<file path="config.mk">
export PLATFORM = sky130hd
export DESIGN_NAME = frame_addr_filter
export DESIGN_NICKNAME = d
export VERILOG_FILES = /design/src/rtl/faf_pkg.sv /design/src/rtl/faf_ctrl.sv /design/src/rtl/faf_datapath.sv /design/src/rtl/frame_addr_filter.sv
export SDC_FILE = /design/constraint.sdc
export NUM_CORES = 1
export LEC_CHECK = 0
export ABC_CLOCK_PERIOD_IN_PS = 2800
export BUFFER_PORTS_ARGS = -buffer_cell sky130_fd_sc_hd__buf_2
export CAP_MARGIN = 20
export CELL_PAD_IN_SITES_DETAIL_PLACEMENT = 1
export CELL_PAD_IN_SITES_GLOBAL_PLACEMENT = 1
export CORE_ASPECT_RATIO = 1.25
export CORE_MARGIN = 4
export CORE_UTILIZATION = 37
export DETAILED_ROUTE_END_ITERATION = 8
export HOLD_SLACK_MARGIN = 0.05
export PLACE_DENSITY = 0.87
export SETUP_SLACK_MARGIN = 0.3
export SYNTH_ARGS = -nofsm -noshare
export SYNTH_HDL_FRONTEND = slang
export SYNTH_HIERARCHICAL = 1
export SYNTH_SLANG_ARGS = --single-unit
</file>
<file path="constraint.sdc">
create_clock -name clk -period 2.8 [get_ports clk]
set_clock_uncertainty 0.1 [all_clocks]
set_input_delay 0.56 -clock clk [delete_from_list [all_inputs] [get_ports clk]]
set_output_delay 0.56 -clock clk [all_outputs]
set_load 0.005 [all_outputs]
</file>
<file path="src/rtl/faf_pkg.sv">
package faf_pkg;

  typedef enum logic [1:0] {
    ST_IDLE,
    ST_ADDR_LO,
    ST_ADDR_HI,
    ST_DATA
  } fafState_e;

  typedef struct packed {
    logic latchLow;  // store first address byte
    logic decide;    // last address byte present: register decision
    logic clear;     // frame boundary: drop decision
    logic pass;      // payload byte present in data phase
  } fafStrobe_t;

endpackage

</file>
<file path="src/rtl/faf_ctrl.sv">
module faf_ctrl
  import faf_pkg::*;
(
  input  logic       clk,
  input  logic       rstN,
  input  logic       frameStart,
  input  logic       frameEnd,
  input  logic       byteValid,
  input  logic       addrWide,
  output fafStrobe_t strobe
);

  fafState_e state, stateNext;

  always_comb begin
    stateNext = state;
    strobe    = '0;
    if (frameStart) begin
      stateNext    = ST_ADDR_LO;
      strobe.clear = 1'b1;
    end else if (frameEnd) begin
      stateNext    = ST_IDLE;
      strobe.clear = 1'b1;
    end else if (byteValid) begin
      unique case (state)
        ST_ADDR_LO: begin
          if (addrWide) begin
            strobe.latchLow = 1'b1;
            stateNext       = ST_ADDR_HI;
          end else begin
            strobe.decide = 1'b1;
            stateNext     = ST_DATA;
          end
        end
        ST_ADDR_HI: begin
          strobe.decide = 1'b1;
          stateNext     = ST_DATA;
        end
        ST_DATA:  strobe.pass = 1'b1;
        default:  ;
      endcase
    end
  end

  always_ff @(posedge clk or negedge rstN) begin
    if (!rstN) state <= ST_IDLE;
    else       state <= stateNext;
  end


  strobe_excl_chk: assert property (@(posedge clk) disable iff (!rstN)
    $onehot0({strobe.latchLow, strobe.decide, strobe.clear, strobe.pass}));


  idle_quiet_chk: assert property (@(posedge clk) disable iff (!rstN)
    (state == ST_IDLE && !frameStart) |-> !(strobe.decide || strobe.pass || strobe.latchLow));


  hi_after_lo_chk: assert property (@(posedge clk) disable iff (!rstN)
    (strobe.latchLow) |=> (state == ST_ADDR_HI));

endmodule

</file>
<file path="src/rtl/faf_datapath.sv">
module faf_datapath
  import faf_pkg::*;
#(
  parameter int BYTE_W = 8,
  localparam int ADDR_W = 2 * BYTE_W
) (
  input  logic              clk,
  input  logic              rstN,
  input  fafStrobe_t        strobe,
  input  logic [BYTE_W-1:0] byteData,
  input  logic              addrWide,
  input  logic              promiscuous,
  input  logic [ADDR_W-1:0] stationAddr,
  input  logic [ADDR_W-1:0] addrMask,
  output logic              decisionValid,
  output logic              accept,
  output logic              fwdValid,
  output logic [BYTE_W-1:0] fwdData
);

  logic [BYTE_W-1:0] lowByte;
  logic [ADDR_W-1:0] rxAddr;
  logic [ADDR_W-1:0] careBits;
  logic              addrHit;
  logic              isBroadcast;
  logic              verdict;

  always_comb begin
    if (addrWide) begin
      rxAddr      = {byteData, lowByte};
      careBits    = ~addrMask;
      isBroadcast = &{byteData, lowByte};
    end else begin
      rxAddr      = {{BYTE_W{1'b0}}, byteData};
      careBits    = {{BYTE_W{1'b0}}, ~addrMask[BYTE_W-1:0]};
      isBroadcast = &byteData;
    end
    addrHit = ~|((rxAddr ^ stationAddr) & careBits);
    verdict = promiscuous | isBroadcast | addrHit;
  end

  always_ff @(posedge clk or negedge rstN) begin
    if (!rstN) begin
      lowByte       <= '0;
      decisionValid <= 1'b0;
      accept        <= 1'b0;
      fwdValid      <= 1'b0;
      fwdData       <= '0;
    end else begin
      if (strobe.latchLow) lowByte <= byteData;
      if (strobe.clear) begin
        decisionValid <= 1'b0;
        accept        <= 1'b0;
      end else if (strobe.decide) begin
        decisionValid <= 1'b1;
        accept        <= verdict;
      end
      fwdValid <= strobe.pass & accept;
      if (strobe.pass) fwdData <= byteData;
    end
  end


  fwd_needs_accept_chk: assert property (@(posedge clk) disable iff (!rstN)
    fwdValid |-> (decisionValid && accept));


  promisc_takes_chk: assert property (@(posedge clk) disable iff (!rstN)
    (strobe.decide && promiscuous) |=> accept);


  accept_in_decision_chk: assert property (@(posedge clk) disable iff (!rstN)
    accept |-> decisionValid);

endmodule

</file>
<file path="src/rtl/frame_addr_filter.sv">
module frame_addr_filter
  import faf_pkg::*;
#(
  parameter int BYTE_W = 8,
  localparam int ADDR_W = 2 * BYTE_W
) (
  input  logic              clk,
  input  logic              rstN,
  input  logic              frameStart,
  input  logic              frameEnd,
  input  logic              byteValid,
  input  logic [BYTE_W-1:0] byteData,
  input  logic              addrWide,
  input  logic              promiscuous,
  input  logic [ADDR_W-1:0] stationAddr,
  input  logic [ADDR_W-1:0] addrMask,
  output logic              decisionValid,
  output logic              accept,
  output logic              fwdValid,
  output logic [BYTE_W-1:0] fwdData
);

  fafStrobe_t strobe;

  faf_ctrl ctrl_i (
    .clk       (clk),
    .rstN      (rstN),
    .frameStart(frameStart),
    .frameEnd  (frameEnd),
    .byteValid (byteValid),
    .addrWide  (addrWide),
    .strobe    (strobe)
  );

  faf_datapath #(.BYTE_W(BYTE_W)) dp_i (
    .clk          (clk),
    .rstN         (rstN),
    .strobe       (strobe),
    .byteData     (byteData),
    .addrWide     (addrWide),
    .promiscuous  (promiscuous),
    .stationAddr  (stationAddr),
    .addrMask     (addrMask),
    .decisionValid(decisionValid),
    .accept       (accept),
    .fwdValid     (fwdValid),
    .fwdData      (fwdData)
  );


  drop_only_at_boundary_chk: assert property (@(posedge clk) disable iff (!rstN)
    $fell(decisionValid) |-> $past(frameStart || frameEnd));


  hold_verdict_chk: assert property (@(posedge clk) disable iff (!rstN)
    (decisionValid && !frameStart && !frameEnd) |=> (decisionValid && $stable(accept)));


  boundary_clears_chk: assert property (@(posedge clk) disable iff (!rstN)
    (frameStart || frameEnd) |=> !decisionValid);

endmodule

</file>
### Word-level counts from Yosys, hierarchy flattened

Index checks and enable logic that the tools add are counted.

| storage, ports and cells | value |
|---|---|
| bits of input ports | 47 |
| output and inout port bits | 11 |
| logic and storage cells | 49 |
| register bits after elaboration | 21 |

| cells by class | value |
|---|---|
| muxes and demuxes | 25 |
| reduce and logical (&&, ||, !) cells | 8 |
| equality and inequality tests | 3 |
| bitwise gates (word level) | 7 |

Operators with widths:

| operator | count |
|---|---|
| $mux W16 | 2 |
| $and A16 B16 Y16 | 1 |
| $not A16 Y16 | 1 |
| $reduce_and A16 Y1 | 1 |
| $reduce_or A16 Y1 | 1 |
| $xor A16 B16 Y16 | 1 |
| $mux W1 | 15 |
| $mux W2 | 6 |
| $not A8 Y8 | 1 |
| $reduce_and A8 Y1 | 1 |
| $eq A2 B2 Y1 const B | 2 |
| $pmux W2 S2 | 1 |
| $reduce_bool A4 Y1 | 1 |
| $reduce_bool A3 Y1 | 1 |
| $eq A2 B1 Y1 const B | 1 |
| $or A1 B1 Y1 | 2 |
| $pmux W1 S2 | 1 |
| $reduce_and A2 Y1 | 1 |
| $reduce_bool A2 Y1 | 1 |
| $and A1 B1 Y1 | 1 |
| $logic_not A1 Y1 | 1 |

### Logic depth before layout (Yosys ltp)

| logic depth | value |
|---|---|
| depth after elaboration | 8 |
| depth in mapped cells | 9 |

### Modules after synthesis

The synthesis kept the hierarchy.

By module, submodules not included:

| module | times used | area each (sq um) | cells each |
|---|---|---|---|
| faf_datapath | 1 | 1,041.0 | 86 |
| faf_ctrl | 1 | 185.2 | 21 |

### Worst setup path before layout

OpenSTA, ideal clock, no wires.

| path | value |
|---|---|
| path kind | input to register |
| start | input port addrWide |
| end | register dp_i.accept |
| setup slack | 0.840 ns |
| required time | 2.627 ns |
| path buffers | 1 |
| setup time | 0.073 ns |
| stages | 6 |
| arrival | 1.787 ns |
| cell sequence | buf_6 mux2i_1 xor2_1 o22ai_1 or4_1 a21oi_2 |

| on the way | value |
|---|---|
| longest elaborated chain between the ends | 8 |

RTL lines:

| element | RTL line | source |
|---|---|---|
| from (decl) | frame_addr_filter.sv:13 | `input logic addrWide,` |
| $mux W16 | faf_datapath.sv:29 | `if (addrWide) begin` |
| $xor A16 B16 Y16 | faf_datapath.sv:38 | `addrHit = ~\|((rxAddr ^ stationAddr) & careBits);` |
| $and A16 B16 Y16 | faf_datapath.sv:38 |  |
| $reduce_or A16 Y1 | faf_datapath.sv:38 |  |
| $logic_not A1 Y1 | faf_datapath.sv:38 |  |
| $or A1 B1 Y1 | faf_datapath.sv:39 | `verdict = promiscuous \| isBroadcast \| addrHit;` |
| $mux W1 | faf_datapath.sv:54 | `end else if (strobe.decide) begin` |
| $mux W1 | faf_datapath.sv:51 | `if (strobe.clear) begin` |
| to (signal assigned) | faf_datapath.sv:56 | `accept <= verdict;` |
| to (decl) | faf_datapath.sv:16 | `output logic accept,` |

Parallel ways exist; a longest one is shown, timed or not. The select of a mux whose other input is x is not followed.
A chain may end at the register's enable or synchronous reset.

### Worst setup path in the final report

Ends and elaborated chain as after synthesis.

==> run summary <==
Final Power: 0.811 mW
Maximum VDD drop: 0.324 mV
Vias post-DR: 1,080
Switch Pwr: 0.233 mW
FILL cells: 368
RR Startpoint: ctrl_i/state[0]
Sequential power share: 48.6%
Width of the chip: 59.5 um
Int Power: 0.578 mW
H-tree Lvls: 1
Hold slack: 147 ps
WL final: 3610 um
Core area: 3190 um2
Critical path data arrival time: 2170 ps
FMAX: 482 MHz
Max cap viols: 0
Core Rows: 23
Pins Over Slew Limit: 0
Die height: 72.4 um
Power Density: 512 nW/um2
Reg2reg path depth: 9
Pin count of the biggest net entering global routing: 22
Most frequent cells in the layout: 57 x buf_2, 21 x dfrtp_1, 16 x mux2_2
Final hold vios: 0
Reg clk slew, reported paths: 80 ps
DR vias/cell: 5.35
Leak pwr: 0.798 nW
Cts bufs inserted: 3
Nets@finish: 216
Logic pwr share: 27.0%
N_diodes: 0
Critical Path Fanout Max: 13
Worst-Skew Late Latency: 260 ps
Synth Cell Area: 1230 um2
Worst Setup Path Type: input port to flip-flop
Synth warn: 6
Vias in the first global route: 1,226
Post-route ant nets: 0
Syn Inst Count: 107
Worst Path Required: 2890 ps
Global-route wire length before repair: 5950 um
Placer Congestion: 0.819
Seq/Total Area, Yosys: 42.9%
Port bufs: 57
Grt ovf: 0
Clock sinks: 21
WL per Instance: 17.9 um
Clock buffer depth: 2
Period minus WS final: 2070 ps
CTS tree: yes
R2R setup slack: 760 ps
Slew HR: 68.7%
HPWL after detailed placement: 2950 um
PostCTS Resize Cnt: 0
Final setup violation count: 0
Antenna violations before repair: 0
Largest cells by area after synthesis: dfrtp_1 43%, mux2_2 15%, mux2i_1 6.5%
Layout cell share with drive strength beyond 1: 48.5%
DRC: 0
Startpoint Class: input port
Root Driver: clkbuf_8
Synthesis-to-finish area growth: 29.2%
CTS Hold Bufs: 0
Post-CTS Repair Setup Buffers: 0
Worst Tran Pin Value: 470 ps
R2R Path End: dp_i/accept
CP endpoint kind: flip-flop
Net Sw Frac: 28.7%
Starting Density: 38.4%
Pre-Repair DR Iteration Count: 4
Min-delay worst type: input port to async pin
IO Pins: 58
Synth area leader: dfrtp_1
Gr usage total: 18.3%
Syn Nets: 157
RSZ-0062 raised after global routing: no
Yosys top cell area share: 42.9%
Clock power frac: 24.4%
Commonest non-fill, non-tap cell in the layout: buf_2
Mapped Avg Cell Area: 11.5 um2
Period utilization: 74.1%
Cell variety after synth: 27
Seq cells post-synth: 21
Die area: 4300 um2
Status: finished, final reports clean
Sum Neg Setup Slack: 0 ps
Initial DRC count: 16
cells by family (layout without fill, tap and decap cells):
kind of cell | count (synthesis) | count (layout) | synth area share, %
AOI/OAI and AO/OA | 15 | 15 | 8.16
muxes | 24 | 24 | 21.2
xor gates and xnor gates | 16 | 16 | 11.4
buffers and inverters | 7 | 65 | 2.75
DFF | 21 | 21 | 42.9
and+or+nand+nor | 21 | 21 | 10.5
adders and majority gates | 3 | 3 | 3.06
how the worst max path moves through the flow:
| stage | from | end | cells past startpoint |
|---|---|---|---|
| floorplan | addrWide | dp_i/accept | 6 |
| global placement | addrWide | dp_i/accept | 6 |
| detailed placement | addrWide | dp_i/accept | 6 |
| CTS | addrWide | dp_i/accept | 6 |
| global route | addrWide | dp_i/accept | 6 |
| finish | addrWide | dp_i/accept | 6 |
area by class of cell:
type                       instances  area (um2)  share of cell area (%)
clock buffer                       4        45.0                    2.84
timing repair buffer              57         285                    18.0
tap                               37        46.3                    2.92
sequential                        21         526                    33.2
multi-input combinational         79         667                    42.1
inverter                           4        15.0                   0.948
critical path, cell delays in order:
cell and delay, ps:
buf_2 280, mux2i_1 330, xor2_1 180, o22ai_1 100
or4_1 560, a21oi_2 150
Yosys cell counts:
cell       count
inv_1          4
and2_1         1
nand2_1        1
buf_6          1
xor2_1         8
mux2i_1        8
or4_1          2
o21ai_1        1
ha_1           3
nor2b_4        1
and4_1         1
a311o_1        1
clkbuf_1       2
nor2_1         7
nor2_2         1
dfrtp_1       21
o21bai_2       1
o22ai_1        8
nand4_1        4
o21ai_0        1
xnor2_1        8
a21oi_1        2
nand2b_1       1
mux2_2        16
nand4bb_1      1
and3_1         1
a21oi_2        1
power by group through the flow:
stage / registers (mW) / logic, mW / clock network, mW
6_report: 0.394 / 0.219 / 0.198
2_1_floorplan: 0.392 / 0.124 / 0
3_3_place_gp: 0.395 / 0.207 / 0
5_1_grt: 0.402 / 0.242 / 0.218
4_1_cts: 0.394 / 0.224 / 0.205
3_5_place_dp: 0.399 / 0.220 / 0
sequential cells by signal (all words and copies together) (netlist names):
name and cells:
dp_i/fwdData 8, dp_i/lowByte 8, ctrl_i/state 2, dp_i/accept 1, dp_i/decisionValid 1, dp_i/fwdValid 1
per-layer routing:
layer	part of all wire (%)	vias to the layer above	GRT usage, %	wire, um
met5	0	-	0	0
met4	2.2	0	7.39	81
met3	6.5	6	3.56	235
met2	57	42	33.7	2040
met1	35	532	19.9	1250
li1	-	500	-	-
through the flow:
| step | worst slack [ps] | area, um2 | utilization [%] | instances |
|---|---|---|---|---|
| 2_1_floorplan | 840 | 1230 | - | 107 |
| 3_3_place_gp | 562 | 1540 | 48.2 | 198 |
| 3_5_place_dp | 499 | 1540 | 48.2 | 198 |
| 4_1_cts | 731 | 1580 | 49.6 | 202 |
| 5_1_grt | 626 | 1580 | 49.6 | 202 |
| 6_report | 725 | 1580 | 49.6 | 202 |
No activity file was read; power rests on OpenSTA's default activity.
